<file path="src/rtl/tmr_pkg.sv">
package tmr_pkg;

    localparam int CNT_W   = 16;
    localparam int BYTE_W  = 8;
    localparam int SEL_W   = 3;
    localparam int DIV_W   = 6;
    localparam int ADDR_W  = 2;
    localparam int CLR_BIT = 4;
    localparam int SYNC_N  = 2;

    typedef enum logic [ADDR_W-1:0] {
        REG_CTRL   = 2'd0,
        REG_CNT_HI = 2'd1,
        REG_CNT_LO = 2'd2,
        REG_SPARE  = 2'd3
    } reg_addr_e;

    typedef enum logic [SEL_W-1:0] {
        SRC_DIV1  = 3'd0,
        SRC_DIV2  = 3'd1,
        SRC_DIV4  = 3'd2,
        SRC_DIV8  = 3'd3,
        SRC_DIV16 = 3'd4,
        SRC_DIV32 = 3'd5,
        SRC_DIV64 = 3'd6,
        SRC_EXT   = 3'd7
    } clk_src_e;

    typedef struct packed {
        logic rd_hi;
        logic rd_lo;
        logic wr_ctrl;
        logic clr;
    } bus_evt_t;

    // Low `sel` bits set: divider reaches all ones once per 2^sel cycles
    function automatic logic [DIV_W-1:0] div_mask(input logic [SEL_W-1:0] sel);
        logic [DIV_W-1:0] m;
        for (int i = 0; i < DIV_W; i++) begin
            m[i] = (i < int'(sel));
        end
        return m;
    endfunction

endpackage

</file>
<file path="src/rtl/tmr_prescaler.sv">
module tmr_prescaler
    import tmr_pkg::*;
#(
    parameter int DIV_BITS   = DIV_W,
    parameter int SEL_BITS   = SEL_W,
    parameter int SYNC_DEPTH = SYNC_N
) (
    input  logic                clk,
    input  logic                rst,
    input  logic                clr,
    input  clk_src_e            src,
    input  logic                ext_clk,
    output logic                tick
);

    localparam int CHAIN_W = SYNC_DEPTH + 1;

    logic [DIV_BITS-1:0] div_q;
    logic [CHAIN_W-1:0]  sync_q;
    logic [DIV_BITS-1:0] mask;
    logic                ext_rise;
    logic                div_tick;

    // Free-running divider, cleared with the counter
    always_ff @(posedge clk) begin
        if (rst || clr) begin
            div_q <= '0;
        end else begin
            div_q <= div_q + 1'b1;
        end
    end

    // Synchronizer plus one history stage for edge detection
    always_ff @(posedge clk) begin
        if (rst) begin
            sync_q <= '0;
        end else begin
            sync_q <= {sync_q[CHAIN_W-2:0], ext_clk};
        end
    end

    always_comb begin
        mask     = div_mask(src);
        div_tick = ((div_q & mask) == mask);
        ext_rise = sync_q[SYNC_DEPTH-1] & ~sync_q[SYNC_DEPTH];
        tick     = (src == SRC_EXT) ? ext_rise : div_tick;
    end


    ext_single_chk: assert property (@(posedge clk) disable iff (rst)
        (tick && src == SRC_EXT) |=> !(tick && src == SRC_EXT))
        else $error("external tick lasted more than one cycle");


    div2_alt_chk: assert property (@(posedge clk) disable iff (rst)
        (tick && !clr && src == SRC_DIV2) |=> !(tick && src == SRC_DIV2))
        else $error("divide-by-2 ticked on consecutive cycles");

endmodule

</file>
<file path="src/rtl/tmr_counter.sv">
module tmr_counter #(
    parameter int WIDTH = tmr_pkg::CNT_W
) (
    input  logic             clk,
    input  logic             rst,
    input  logic             clr,
    input  logic             tick,
    output logic [WIDTH-1:0] count
);

    always_ff @(posedge clk) begin
        if (rst || clr) begin
            count <= '0;
        end else if (tick) begin
            count <= count + 1'b1;
        end
    end


    clr_zero_chk: assert property (@(posedge clk) disable iff (rst)
        clr |=> (count == '0))
        else $error("count not cleared");


    idle_hold_chk: assert property (@(posedge clk) disable iff (rst)
        (!clr && !tick) |=> $stable(count))
        else $error("count moved without a tick");


    wrap_chk: assert property (@(posedge clk) disable iff (rst)
        (!clr && tick && count == '1) |=> (count == '0))
        else $error("count did not wrap to zero");

endmodule

</file>
<file path="src/rtl/tmr_read_latch.sv">
module tmr_read_latch #(
    parameter int WIDTH = tmr_pkg::BYTE_W
) (
    input  logic             clk,
    input  logic             rst,
    input  logic             capture,
    input  logic             release_i,
    input  logic [WIDTH-1:0] live_lo,
    output logic [WIDTH-1:0] lo_view
);

    logic             held_q;
    logic [WIDTH-1:0] hold_q;

    always_ff @(posedge clk) begin
        if (rst) begin
            held_q <= 1'b0;
            hold_q <= '0;
        end else if (release_i) begin
            held_q <= 1'b0;
        end else if (capture && !held_q) begin
            held_q <= 1'b1;
            hold_q <= live_lo;
        end
    end

    assign lo_view = held_q ? hold_q : live_lo;


    hold_frozen_chk: assert property (@(posedge clk) disable iff (rst)
        (held_q && !release_i) |=> (held_q && $stable(hold_q)))
        else $error("captured byte changed before release");


    capture_chk: assert property (@(posedge clk) disable iff (rst)
        (capture && !held_q && !release_i) |=> (held_q && hold_q == $past(live_lo)))
        else $error("capture missed the live low byte");


    release_chk: assert property (@(posedge clk) disable iff (rst)
        release_i |=> !held_q)
        else $error("low read did not release capture");

endmodule

</file>
<file path="src/rtl/tmr_cnt_top.sv">
module tmr_cnt_top
    import tmr_pkg::*;
#(
    parameter int COUNT_W = CNT_W,
    parameter int DATA_W  = BYTE_W,
    parameter int AW      = ADDR_W
) (
    input  logic              clk,
    input  logic              rst,
    input  logic              rd_en,
    input  logic              wr_en,
    input  logic [AW-1:0]     addr,
    input  logic [DATA_W-1:0] wdata,
    input  logic              ext_clk,
    output logic [DATA_W-1:0] rdata
);

    localparam int HALF_W = COUNT_W / 2;

    reg_addr_e          reg_a;
    bus_evt_t           evt;
    clk_src_e           src_q;
    logic               tick;
    logic [COUNT_W-1:0] count;
    logic [HALF_W-1:0]  lo_view;

    assign reg_a = reg_addr_e'(addr);

    always_comb begin
        evt.rd_hi   = rd_en && (reg_a == REG_CNT_HI);
        evt.rd_lo   = rd_en && (reg_a == REG_CNT_LO);
        evt.wr_ctrl = wr_en && (reg_a == REG_CTRL);
        evt.clr     = evt.wr_ctrl && wdata[CLR_BIT];
    end

    always_ff @(posedge clk) begin
        if (rst) begin
            src_q <= SRC_DIV1;
        end else if (evt.wr_ctrl) begin
            src_q <= clk_src_e'(wdata[SEL_W-1:0]);
        end
    end

    tmr_prescaler #(
        .DIV_BITS   (DIV_W),
        .SEL_BITS   (SEL_W),
        .SYNC_DEPTH (SYNC_N)
    ) u_presc (
        .clk     (clk),
        .rst     (rst),
        .clr     (evt.clr),
        .src     (src_q),
        .ext_clk (ext_clk),
        .tick    (tick)
    );

    tmr_counter #(
        .WIDTH (COUNT_W)
    ) u_count (
        .clk   (clk),
        .rst   (rst),
        .clr   (evt.clr),
        .tick  (tick),
        .count (count)
    );

    tmr_read_latch #(
        .WIDTH (HALF_W)
    ) u_latch (
        .clk       (clk),
        .rst       (rst),
        .capture   (evt.rd_hi),
        .release_i (evt.rd_lo),
        .live_lo   (count[HALF_W-1:0]),
        .lo_view   (lo_view)
    );

    always_comb begin
        rdata = '0;
        unique case (reg_a)
            REG_CTRL:   rdata[SEL_W-1:0] = src_q;
            REG_CNT_HI: rdata = DATA_W'(count[COUNT_W-1:HALF_W]);
            REG_CNT_LO: rdata = DATA_W'(lo_view);
            default:    rdata = '0;
        endcase
    end


    ctrl_upper_zero_chk: assert property (@(posedge clk) disable iff (rst)
        (reg_a == REG_CTRL) |-> (rdata[DATA_W-1:SEL_W] == '0))
        else $error("control upper bits not zero");


    cnt_write_ignored_chk: assert property (@(posedge clk) disable iff (rst)
        (wr_en && reg_a != REG_CTRL && !tick) |=> $stable(count))
        else $error("write to count byte altered the count");


    reset_zero_chk: assert property (@(posedge clk)
        rst |=> (count == '0 && src_q == SRC_DIV1))
        else $error("reset did not clear state");

endmodule

</file>
<file path="config.mk">
export PLATFORM = sky130hd
export DESIGN_NAME = tmr_cnt_top
export DESIGN_NICKNAME = d
export VERILOG_FILES = /design/src/rtl/tmr_pkg.sv /design/src/rtl/tmr_prescaler.sv /design/src/rtl/tmr_counter.sv /design/src/rtl/tmr_read_latch.sv /design/src/rtl/tmr_cnt_top.sv
export SDC_FILE = /design/constraint.sdc
export NUM_CORES = 1
export LEC_CHECK = 0
export ABC_AREA = 1
export ABC_CLOCK_PERIOD_IN_PS = 1550
export BUFFER_PORTS_ARGS = -buffer_cell sky130_fd_sc_hd__buf_2
export CAP_MARGIN = 10
export CORE_AREA = 2 2 90 101
export DETAILED_ROUTE_END_ITERATION = 8
export DIE_AREA = 0 0 92 103
export GPL_TIMING_DRIVEN = 1
export MAX_ROUTING_LAYER = met4
export PLACE_DENSITY_LB_ADDON = 0.25
export SYNTH_ARGS = -nofsm -noshare
export SYNTH_HDL_FRONTEND = slang
export SYNTH_SLANG_ARGS = --single-unit
</file>
<file path="constraint.sdc">
create_clock -name clk -period 1.55 [get_ports clk]
set_input_delay 0.155 -clock clk [delete_from_list [all_inputs] [get_ports clk]]
set_output_delay 0.155 -clock clk [all_outputs]
set_load 0.01 [all_outputs]
</file>
==> results of run 1 <==
-- cells by family (layout without fill, tap and decap cells) --
group                      Yosys count  in the layout  share of synthesized area
DFF                                 37             37                      0.345
and+or+nand+nor                    148            148                      0.314
adders and majority gates            6              6                     0.0349
buffers and inverters               51             85                      0.102
xor gates and xnor gates             8              8                     0.0326
AOI/OAI and AO/OA                   61             61                      0.172
-- per-layer routing --
metal	GRT usage	up-vias	part of all wire
li1	-	1073	-
met1	0.144	887	0.49
met2	0.218	13	0.48
met3	0.0154	5	0.012
met4	0.0448	0	0.018
met5	-	-	0
-- critical path, stage by stage, from the launching register on --
cell                      delay [ns]
sky130_fd_sc_hd__dfxtp_1        0.41
sky130_fd_sc_hd__ha_1           0.20
sky130_fd_sc_hd__nand2_1        0.09
sky130_fd_sc_hd__nor2_2         0.20
sky130_fd_sc_hd__nand2_1        0.10
sky130_fd_sc_hd__xnor2_1        0.18
sky130_fd_sc_hd__nand2_2        0.07
sky130_fd_sc_hd__a21oi_2        0.11
-- cell usage after synthesis --
| cell type | count | share of area |
|---|---|---|
| sky130_fd_sc_hd__nand3_2 | 1 | 0.0047 |
| sky130_fd_sc_hd__clkbuf_2 | 2 | 0.0047 |
| sky130_fd_sc_hd__nor4_1 | 1 | 0.0029 |
| sky130_fd_sc_hd__o211ai_1 | 8 | 0.028 |
| sky130_fd_sc_hd__nor2_2 | 2 | 0.0058 |
| sky130_fd_sc_hd__nor3_1 | 1 | 0.0023 |
| sky130_fd_sc_hd__inv_1 | 37 | 0.065 |
| sky130_fd_sc_hd__clkbuf_1 | 1 | 0.0017 |
| sky130_fd_sc_hd__o21ai_0 | 15 | 0.035 |
| sky130_fd_sc_hd__a21oi_2 | 10 | 0.041 |
| sky130_fd_sc_hd__xor2_1 | 5 | 0.020 |
| sky130_fd_sc_hd__a31oi_1 | 3 | 0.0087 |
| sky130_fd_sc_hd__nand2_4 | 2 | 0.010 |
| sky130_fd_sc_hd__buf_2 | 8 | 0.019 |
| sky130_fd_sc_hd__nand2_1 | 66 | 0.12 |
| sky130_fd_sc_hd__nand3b_1 | 1 | 0.0035 |
| sky130_fd_sc_hd__dfxtp_1 | 37 | 0.34 |
| sky130_fd_sc_hd__a21oi_1 | 24 | 0.056 |
| sky130_fd_sc_hd__nor2_1 | 30 | 0.052 |
| sky130_fd_sc_hd__xnor2_1 | 3 | 0.012 |
| sky130_fd_sc_hd__nand2_2 | 12 | 0.035 |
| sky130_fd_sc_hd__ha_1 | 6 | 0.035 |
| sky130_fd_sc_hd__nor2_4 | 1 | 0.0052 |
| sky130_fd_sc_hd__nand4_1 | 7 | 0.020 |
| sky130_fd_sc_hd__nand3_1 | 24 | 0.056 |
| sky130_fd_sc_hd__buf_1 | 2 | 0.0035 |
| sky130_fd_sc_hd__o21a_1 | 1 | 0.0035 |
| sky130_fd_sc_hd__buf_12 | 1 | 0.0093 |
-- worst max path at each step --
stage,end,depth (start not counted)
final,u_count.count[8]$_SDFFE_PP0P_,7
after global routing,u_count.count[8]$_SDFFE_PP0P_,7
after CTS,u_count.count[8]$_SDFFE_PP0P_,7
after detailed placement,u_count.count[8]$_SDFFE_PP0P_,7
after global placement,u_count.count[8]$_SDFFE_PP0P_,7
after floorplan,u_count.count[8]$_SDFFE_PP0P_,7
-- cells in the final DEF, fill, tap and decap left out --
cell and instances:
sky130_fd_sc_hd__o21ai_2 1, sky130_fd_sc_hd__buf_2 18, sky130_fd_sc_hd__o21a_1 1, sky130_fd_sc_hd__a21oi_1 24, sky130_fd_sc_hd__xor2_1 5, sky130_fd_sc_hd__a31oi_1 3
sky130_fd_sc_hd__nor2_4 1, sky130_fd_sc_hd__clkbuf_1 1, sky130_fd_sc_hd__buf_12 4, sky130_fd_sc_hd__xnor2_1 3, sky130_fd_sc_hd__dfxtp_1 37, sky130_fd_sc_hd__clkinv_2 2
sky130_fd_sc_hd__nand3_1 24, sky130_fd_sc_hd__nor4_1 1, sky130_fd_sc_hd__nand2_4 2, sky130_fd_sc_hd__inv_1 37, sky130_fd_sc_hd__clkbuf_8 5, sky130_fd_sc_hd__nor3_1 1
sky130_fd_sc_hd__nand4_1 7, sky130_fd_sc_hd__ha_1 6, sky130_fd_sc_hd__nor2_1 27, sky130_fd_sc_hd__nand3_2 1, sky130_fd_sc_hd__nor2_2 5, sky130_fd_sc_hd__nand2_1 66
sky130_fd_sc_hd__nand2_2 12, sky130_fd_sc_hd__buf_4 18, sky130_fd_sc_hd__a21oi_2 10, sky130_fd_sc_hd__o211ai_1 8, sky130_fd_sc_hd__nand3b_1 1, sky130_fd_sc_hd__o21ai_0 14
-- cell type report --
class                      instances  area [um2]
clock buffer                       6        72.6
sequential                        37         741
timing repair buffer              40         305
clock inverter                     2        10.0
inverter                          37         139
fill                             948        5950
multi-input combinational        223        1200
tap                              114         143
-- where the power goes --
| group | total [mW] | leakage (nW) | internal (mW) | switching, mW |
|---|---|---|---|---|
| clock network | 0.664 | 0.0450 | 0.312 | 0.352 |
| logic | 0.340 | 0.638 | 0.145 | 0.195 |
| registers | 1.02 | 0.301 | 0.987 | 0.0292 |
-- state kept, by name, indices dropped and copies added (netlist names) --
register and cells:
u_latch.hold_q 8, u_presc.sync_q 3, u_presc.div_q 6, u_count.count 16
src_q 3, u_latch.held_q 1
==> flow_metrics.tcl, run 1 <==
set metrics [dict create \
    finish.net_count 365 \
    wl_mm 5.21 \
    die_w_um 92 \
    cts_tree "yes" \
    antenna_violations_before_repair 0 \
    die_h_um 103 \
    synthCells 311 \
    dpl_cell_area_um2 2520 \
    globalRouteOverflowTotal 0 \
    cp-startpoint "u_count.count[1]$_SDFFE_PP0P_" \
    mappedNetlistNets 332 \
    drive_above_1_share 0.229 \
    report.final.slew_viol_count 0 \
    number_of_violations_of_the_max_capacitance_limit 0 \
    io_buffers 18 \
    via_density_per_instance 4.31 \
    finClkSkew_ns 0.00817 \
    core_region_area_um2 8560 \
    die_area_um2 9480 \
    ys_types 28 \
    clock_tree.htree_level_count 2 \
    ctsRootBufferMaster "sky130_fd_sc_hd__clkbuf_8" \
    post_cts.resized_instances 0 \
    worst_r2r_path_depth 7 \
    pre_cts_slack_ns 0.0610 \
    finalWorstSetupSlack_ns 0.103 \
    final_core_utilization 0.305 \
    rsz0062_at_grt "yes" \
    reg2reg_from "u_count.count[1]$_SDFFE_PP0P_" \
    worst-endpoint-required_ns 1.78 \
    timing.setup.tns_ns 0 \
    total_power_density_per_cell_area_nw_per_um2 774 \
    first_global_vias 1973 \
    gr-usage-all-layers 0.123 \
    critical_path.startpoint_type "register" \
    outcome "finished, final reports clean" \
    launch_point_of_the_worst_hold_path "ext_clk" \
    final.min_clock_period_ns 1.45 \
    clock_insertion_delay_worst_skew_ns 0.29 \
    finalSetupViolCount 0 \
    crit_path_end_kind "register" \
    r2r-end "u_count.count[8]$_SDFFE_PP0P_" \
    route.antenna.remaining_nets 0 \
    timing.hold.worst_endpoint "u_presc.sync_q[0]$_SDFF_PP0_" \
    grt_first_pass_wirelength_mm 9.07 \
    flow.area_growth_from_synthesis_pct 21.4 \
    worst_pin_slew_ns 0.388 \
    num_io_pins 23 \
    via_count 1978 \
    cts_setup_buffers 0 \
    post_synth.cell_area_avg_um2 6.91 \
    cts_made_buffers 5 \
    power_leakage_nw 0.984 \
    cts_sinks 37 \
    postLayoutCellArea_um2 2610 \
    timing.hold.ws_ns 0.0655 \
    tcrit_tclk_final 0.934 \
    timing_hold_violations_final 0 \
    detailedRoute.firstPassIterationCount 4 \
    drt_first_iter_violations 109 \
    longest_clk_path_bufs 2 \
    r2r_setup_slack_ns 0.10 \
    path_clk_slew_ns 0.07 \
    row_count 36 \
    starting_density_of_the_core 0.251 \
    yosys_warnings 0 \
    clock.fmax_ghz 0.691 \
    synth-seq-cells 37 \
    vdd_drop_max_mv 0.297 \
    netlist_area_um2 2150 \
    slew_headroom 0.741 \
    seq_area_frac_synth 0.345 \
    insertedDiodeCount 0 \
    drc 0 \
    hold_path_class "in2reg" \
    dp_hpwl_mm 4.00 \
    hold_depth 3 \
    worstSetupPathType "reg2reg" \
    globalplace.congestion 0.840 \
    post-layout-total-power_mw 2.02 \
    post-place-cells 451 \
    final_cell_count_no_fill 459 \
    crit_path_max_fanout 6 \
    detail_route.wl_per_cell_um 11.3 \
    grt_max_degree 19 \
    cts.hold.buffers_added 0 \
    arrival_ns 1.67 \
]
(Power assumes the default switching activity.)
==> run 2: changes to the inputs <==
- PLACE_DENSITY_LB_ADDON: 0.25 -> 0.3
==> run 2 against run 1 <==
Net effect:
- combinational power down 12%
- non-clock buffer count shrank 1
- critical path depth down 3
- power up 2.6%
- register-to-register slack gained 0.04 ns
- clock power increased by 13%
- final area fell by 1.3%
- fmax is 1.1% higher
- core utilization down 0.39 points
- sequential share of layout area is 0.37 points higher
- first-iteration DRC count decreased by 63%
- clock-buffer cell count up 1
==> flow_metrics.tcl, run 2 (same netlist as run 1, synthesis figures left out) <==
set metrics [dict create \
    antenna_violations_before_repair 0 \
    globalRouteOverflowTotal 0 \
    p_int_mw 1.50 \
    drive_above_1_share 0.221 \
    worst-endpoint-required_ns 1.39 \
    globalplace.congestion 0.882 \
    clock_insertion_delay_worst_skew_ns 0.29 \
    timing_hold_violations_final 0 \
    detail_route.wl_per_cell_um 11.2 \
    ctsRootBufferMaster "sky130_fd_sc_hd__clkbuf_8" \
    worst_pin_slew_ns 0.300 \
    power.share.clock 0.363 \
    post-layout-total-power_mw 2.07 \
    dp_hpwl_mm 3.99 \
    finish.net_count 364 \
    regs_by_ff_count "u_count.count x16, u_latch.hold_q x8, u_presc.div_q x6" \
    pre_cts_slack_ns 0.122 \
    die_w_um 92 \
    num_io_pins 23 \
    longest_clk_path_bufs 2 \
    timing.setup.tns_ns 0 \
    report.final.slew_viol_count 0 \
    post_cts.resized_instances 0 \
    crit_path_end_kind "primary output" \
    path_clk_slew_ns 0.08 \
    critical_path.startpoint_type "register" \
    die_h_um 103 \
    die_area_um2 9480 \
    drt_first_iter_violations 40 \
    swShare 0.274 \
    total_power_density_per_cell_area_nw_per_um2 805 \
    p_sw_mw 0.569 \
    final_core_utilization 0.301 \
    cts.hold.buffers_added 0 \
    mostFrequentLayoutCells "sky130_fd_sc_hd__nand2_1, sky130_fd_sc_hd__inv_1, sky130_fd_sc_hd__dfxtp_1" \
    insertedDiodeCount 0 \
    hold_path_class "in2reg" \
    final.min_clock_period_ns 1.43 \
    via_count 2016 \
    grt_first_pass_wirelength_mm 9.10 \
    row_count 36 \
    clock.fmax_ghz 0.699 \
    power_leakage_nw 0.973 \
    vdd_drop_max_mv 0.301 \
    route.antenna.remaining_nets 0 \
    starting_density_of_the_core 0.251 \
    rsz0062_at_grt "no" \
    first_global_vias 2002 \
    wl_mm 5.15 \
    core_region_area_um2 8560 \
    clock_tree.htree_level_count 2 \
    cts_setup_buffers 0 \
    tcrit_tclk_final 0.923 \
    gr-usage-all-layers 0.123 \
    worstSetupPathType "reg2out" \
    detailedRoute.firstPassIterationCount 5 \
    register_name_with_the_most_flops "u_count.count" \
    cts_made_buffers 5 \
    drc 0 \
    share_seq_of_total_power 0.492 \
    finalWorstSetupSlack_ns 0.119 \
    finalSetupViolCount 0 \
    crit_path_max_fanout 6 \
    cts_tree "yes" \
    grt_max_degree 19 \
    finClkSkew_ns 0.00756 \
    io_buffers 18 \
    arrival_ns 1.28 \
    via_density_per_instance 4.40 \
    slew_headroom 0.800 \
    p_comb_frac 0.145 \
    layout_commonest_cell "sky130_fd_sc_hd__nand2_1" \
    flow.area_growth_from_synthesis_pct 19.8 \
    number_of_violations_of_the_max_capacitance_limit 0 \
    cts_sinks 37 \
    largest_reg_flops 16 \
    outcome "finished, final reports clean" \
]
==> run 2: worst paths after layout <==
path / slack, ns / endpoint / from / cells past startpoint
setup reg to reg: 0.14 / u_count.count[1]$_SDFFE_PP0P_ / u_presc.div_q[2]$_SDFF_PP0_ / 9
setup / recovery: 0.12 / rdata[2] / u_count.count[2]$_SDFFE_PP0P_ / 4
hold / removal: 0.06 / u_presc.sync_q[1]$_SDFF_PP0_ / rst / 2
hold reg to reg: 0.40 / u_presc.sync_q[1]$_SDFF_PP0_ / u_presc.sync_q[0]$_SDFF_PP0_ / 2
==> run 2: layout make-up <==
class / count / area (um2)
clock buffers: 7 / 96.3
clock inverters: 1 / 5.00
fillers: 965 / 5980
inverters: 37 / 139
multi-input cells: 223 / 1190
flip-flops and latches: 37 / 741
well taps: 114 / 143
repair buffers: 39 / 260
==> run 2: power by group through the flow <==
stage,clock (mW),sequential (mW),combinational [mW]
after floorplan,0,1.03,0.217
after global placement,0,1.04,0.302
after detailed placement,0,1.04,0.305
after CTS,0.773,1.02,0.306
after global routing,0.811,1.03,0.341
final,0.753,1.02,0.300
==> run 2: through the flow <==
stage	cell area [um2]	hold WS, ns	instances
global route	2580	0.0636	458
global placement	2470	0.359	450
finish	2580	0.0608	458
floorplan	2150	0.226	311
CTS	2580	0.0564	458
detailed placement	2470	0.365	450
==> run 2: layer usage <==
layer / part of all wire / vias to the layer above / track usage
met1: 0.48 / 915 / 0.140
met4: 0.013 / 0 / 0.0379
met3: 0.023 / 5 / 0.0234
met5: 0 / - / -
li1: - / 1074 / -
met2: 0.49 / 22 / 0.219
==> run 2: worst max-delay path, cell delays in order, from the launching register on <==
cell                       delay (ns)
sky130_fd_sc_hd__dfxtp_1         0.44
sky130_fd_sc_hd__buf_4           0.16
sky130_fd_sc_hd__o211ai_1        0.09
sky130_fd_sc_hd__a31oi_1         0.14
sky130_fd_sc_hd__buf_2           0.16
==> run 3: changes to the inputs <==
- CORE_AREA: 2 2 90 101 -> 2 2 78 88
- DIE_AREA: 0 0 92 103 -> 0 0 80 90
==> run 3 against run 2 <==
Net effect:
- clock skew decreased by 0.0046 ns
- cell count down 7.4%
- routed wire length decreased by 3.0%
- sequential share of layout area increased by 0.51 points
- register-to-register slack about the same
- largest power group unchanged
- worst hold slack barely moved
- highest routed layer unchanged
- non-clock buffer count shrank 2
- sequential power about the same
- fmax is 0.93% lower
- global-route usage up 3.5 points
- via count up 0.30%
- sequential cell count is the same
==> flow_metrics.tcl, run 3 (same netlist as run 1, synthesis figures left out) <==
set metrics [dict create \
    first_global_vias 1960 \
    starting_density_of_the_core 0.338 \
    clock_tree.htree_level_count 2 \
    layout_commonest_cell "sky130_fd_sc_hd__nand2_1" \
    worst-endpoint-required_ns 1.39 \
    longest_clk_path_bufs 2 \
    clock.fmax_ghz 0.692 \
    total_power_density_per_cell_area_nw_per_um2 822 \
    final_cell_count_no_fill 424 \
    slew_headroom 0.812 \
    timing_hold_violations_final 0 \
    post-place-cells 416 \
    report.final.slew_viol_count 0 \
    row_count 31 \
    number_of_violations_of_the_max_capacitance_limit 0 \
    power_leakage_nw 0.967 \
    gr-usage-all-layers 0.157 \
    finalSetupViolCount 0 \
    cts_tree "yes" \
    path_clk_slew_ns 0.07 \
    finish.net_count 362 \
    cts_sinks 37 \
    number_of_buffer_and_inverter_instances_along_the_worst_setup_path 2 \
    critical_path.startpoint_type "register" \
    hold_path_class "in2reg" \
    timing.critical_path.cells "buf_4 -> nand2_1 -> o211ai_1 -> a31oi_1 -> buf_2" \
    dp_hpwl_mm 3.83 \
    dpl_cell_area_um2 2430 \
    final.min_clock_period_ns 1.44 \
    detail_route.wl_per_cell_um 11.8 \
    globalplace.congestion 0.821 \
    num_io_pins 23 \
    detailedRoute.firstPassIterationCount 4 \
    globalRouteOverflowTotal 0 \
    worst_pin_slew_ns 0.281 \
    antenna_violations_before_repair 0 \
    grt_max_degree 19 \
    core_region_area_um2 6360 \
    die_h_um 90 \
    final_core_utilization 0.401 \
    register_name_with_the_most_flops "u_count.count" \
    io_buffers 18 \
    drive_above_1_share 0.240 \
    ctsRootBufferMaster "sky130_fd_sc_hd__clkbuf_8" \
    hold_depth 2 \
    tcrit_tclk_final 0.932 \
    arrival_ns 1.29 \
    timing.setup.tns_ns 0 \
    insertedDiodeCount 0 \
    rsz0062_at_grt "no" \
    regs_by_ff_count "u_count.count x16, u_latch.hold_q x8, u_presc.div_q x6" \
    r2r_setup_slack_ns 0.15 \
    crit_cells 5 \
    flow.area_growth_from_synthesis_pct 18.6 \
    postLayoutCellArea_um2 2550 \
    cp-startpoint "u_latch.held_q$_SDFFE_PP0P_" \
    r2r-end "u_count.count[4]$_SDFFE_PP0P_" \
    vdd_drop_max_mv 0.391 \
    largest_reg_flops 16 \
    route.antenna.remaining_nets 0 \
    wl_mm 5.00 \
    crit_path_end_kind "primary output" \
    via_density_per_instance 4.77 \
    clock_insertion_delay_worst_skew_ns 0.29 \
    fillers 667 \
    cts_setup_buffers 0 \
    drt_first_iter_violations 68 \
    via_count 2022 \
    drc 0 \
    crit_slowest_cell "sky130_fd_sc_hd__dfxtp_1" \
    outcome "finished, final reports clean" \
    finClkSkew_ns 0.00298 \
    worst_setup_path_endpoint "rdata[0]" \
    cts_made_buffers 5 \
    worstSetupPathType "reg2out" \
    die_w_um 80 \
    die_area_um2 7200 \
    post-layout-total-power_mw 2.09 \
    worst_r2r_path_depth 9 \
    grt_first_pass_wirelength_mm 8.82 \
    mostFrequentLayoutCells "sky130_fd_sc_hd__nand2_1, sky130_fd_sc_hd__inv_1, sky130_fd_sc_hd__dfxtp_1" \
    critPathMaxStageDelay_ns 0.31 \
    cell_family_with_most_cp_delay "buffers and inverters" \
    crit_path_max_fanout 18 \
    reg2reg_from "u_presc.div_q[1]$_SDFF_PP0_" \
]
[run 3: cell types whose count changed in the layout (fill, tap and decap cells not counted)]
cell / previous run / this run
sky130_fd_sc_hd__buf_12: 1 / 2
sky130_fd_sc_hd__buf_4: 20 / 17
sky130_fd_sc_hd__dfxtp_1: 37 / 33
sky130_fd_sc_hd__dfxtp_2: 0 / 4
sky130_fd_sc_hd__nor2_1: 30 / 26
sky130_fd_sc_hd__nor2_2: 2 / 6
[run 3: per-stage QoR]
stage | hold slack, ns | setup slack (ns)
after global placement | 0.355 | 0.140
final | 0.0612 | 0.106
after CTS | 0.0568 | 0.0779
after floorplan | 0.226 | 0.179
after global routing | 0.0678 | 0.00119
after detailed placement | 0.369 | 0.0993
[run 3: layer usage]
| layer | share of wire | global-route usage | vias to the layer above |
|---|---|---|---|
| met3 | 0.036 | 0.0321 | 9 |
| met4 | 0.021 | 0.0579 | 0 |
| met5 | 0 | - | - |
| li1 | - | - | 1064 |
| met1 | 0.46 | 0.187 | 921 |
| met2 | 0.48 | 0.260 | 28 |
[run 3: worst min path at each step]
stage | start | end | slack (ns)
after global routing | ext_clk | u_presc.sync_q[0]$_SDFF_PP0_ | 0.07
after detailed placement | ext_clk | u_presc.sync_q[0]$_SDFF_PP0_ | 0.37
after floorplan | rst | u_presc.sync_q[0]$_SDFF_PP0_ | 0.23
after global placement | ext_clk | u_presc.sync_q[0]$_SDFF_PP0_ | 0.35
final | rst | u_presc.sync_q[1]$_SDFF_PP0_ | 0.06
after CTS | rst | u_presc.sync_q[1]$_SDFF_PP0_ | 0.06
[run 3: cell type report]
class | instances | area (um2) | share of cell area
well taps | 82 | 103 | 0.0403
multi-input cells | 223 | 1200 | 0.472
clock inverters | 1 | 5.00 | 0.00196
flip-flops and latches | 37 | 746 | 0.293
repair buffers | 37 | 258 | 0.101
inverters | 37 | 139 | 0.0545
clock buffers | 7 | 96.3 | 0.0378
[run 3: worst register-to-register path: stages, from the launching register on]
cell and delay, ns:
sky130_fd_sc_hd__dfxtp_1 0.38, sky130_fd_sc_hd__nand2_2 0.10, sky130_fd_sc_hd__nor2_4 0.14, sky130_fd_sc_hd__nor2_2 0.04, sky130_fd_sc_hd__nor2_2 0.14, sky130_fd_sc_hd__nand2_4 0.12
sky130_fd_sc_hd__nand2_4 0.11, sky130_fd_sc_hd__buf_4 0.16, sky130_fd_sc_hd__nand2_2 0.05, sky130_fd_sc_hd__a21oi_2 0.10
[run 3: report_power, final]
part	leakage, nW	switching, mW	internal, mW
registers	0.303	0.0299	0.990
clock network	0.0542	0.345	0.402
logic	0.610	0.193	0.135
total	0.967	0.568	1.53
[run 3: what timing repair did]
item / in CTS / in global routing
endpoints found under the hold margin: 0 / 0
hold buffers: 0 / 0
resized for setup: 0 / 8
endpoints found under the setup margin: 0 / 9
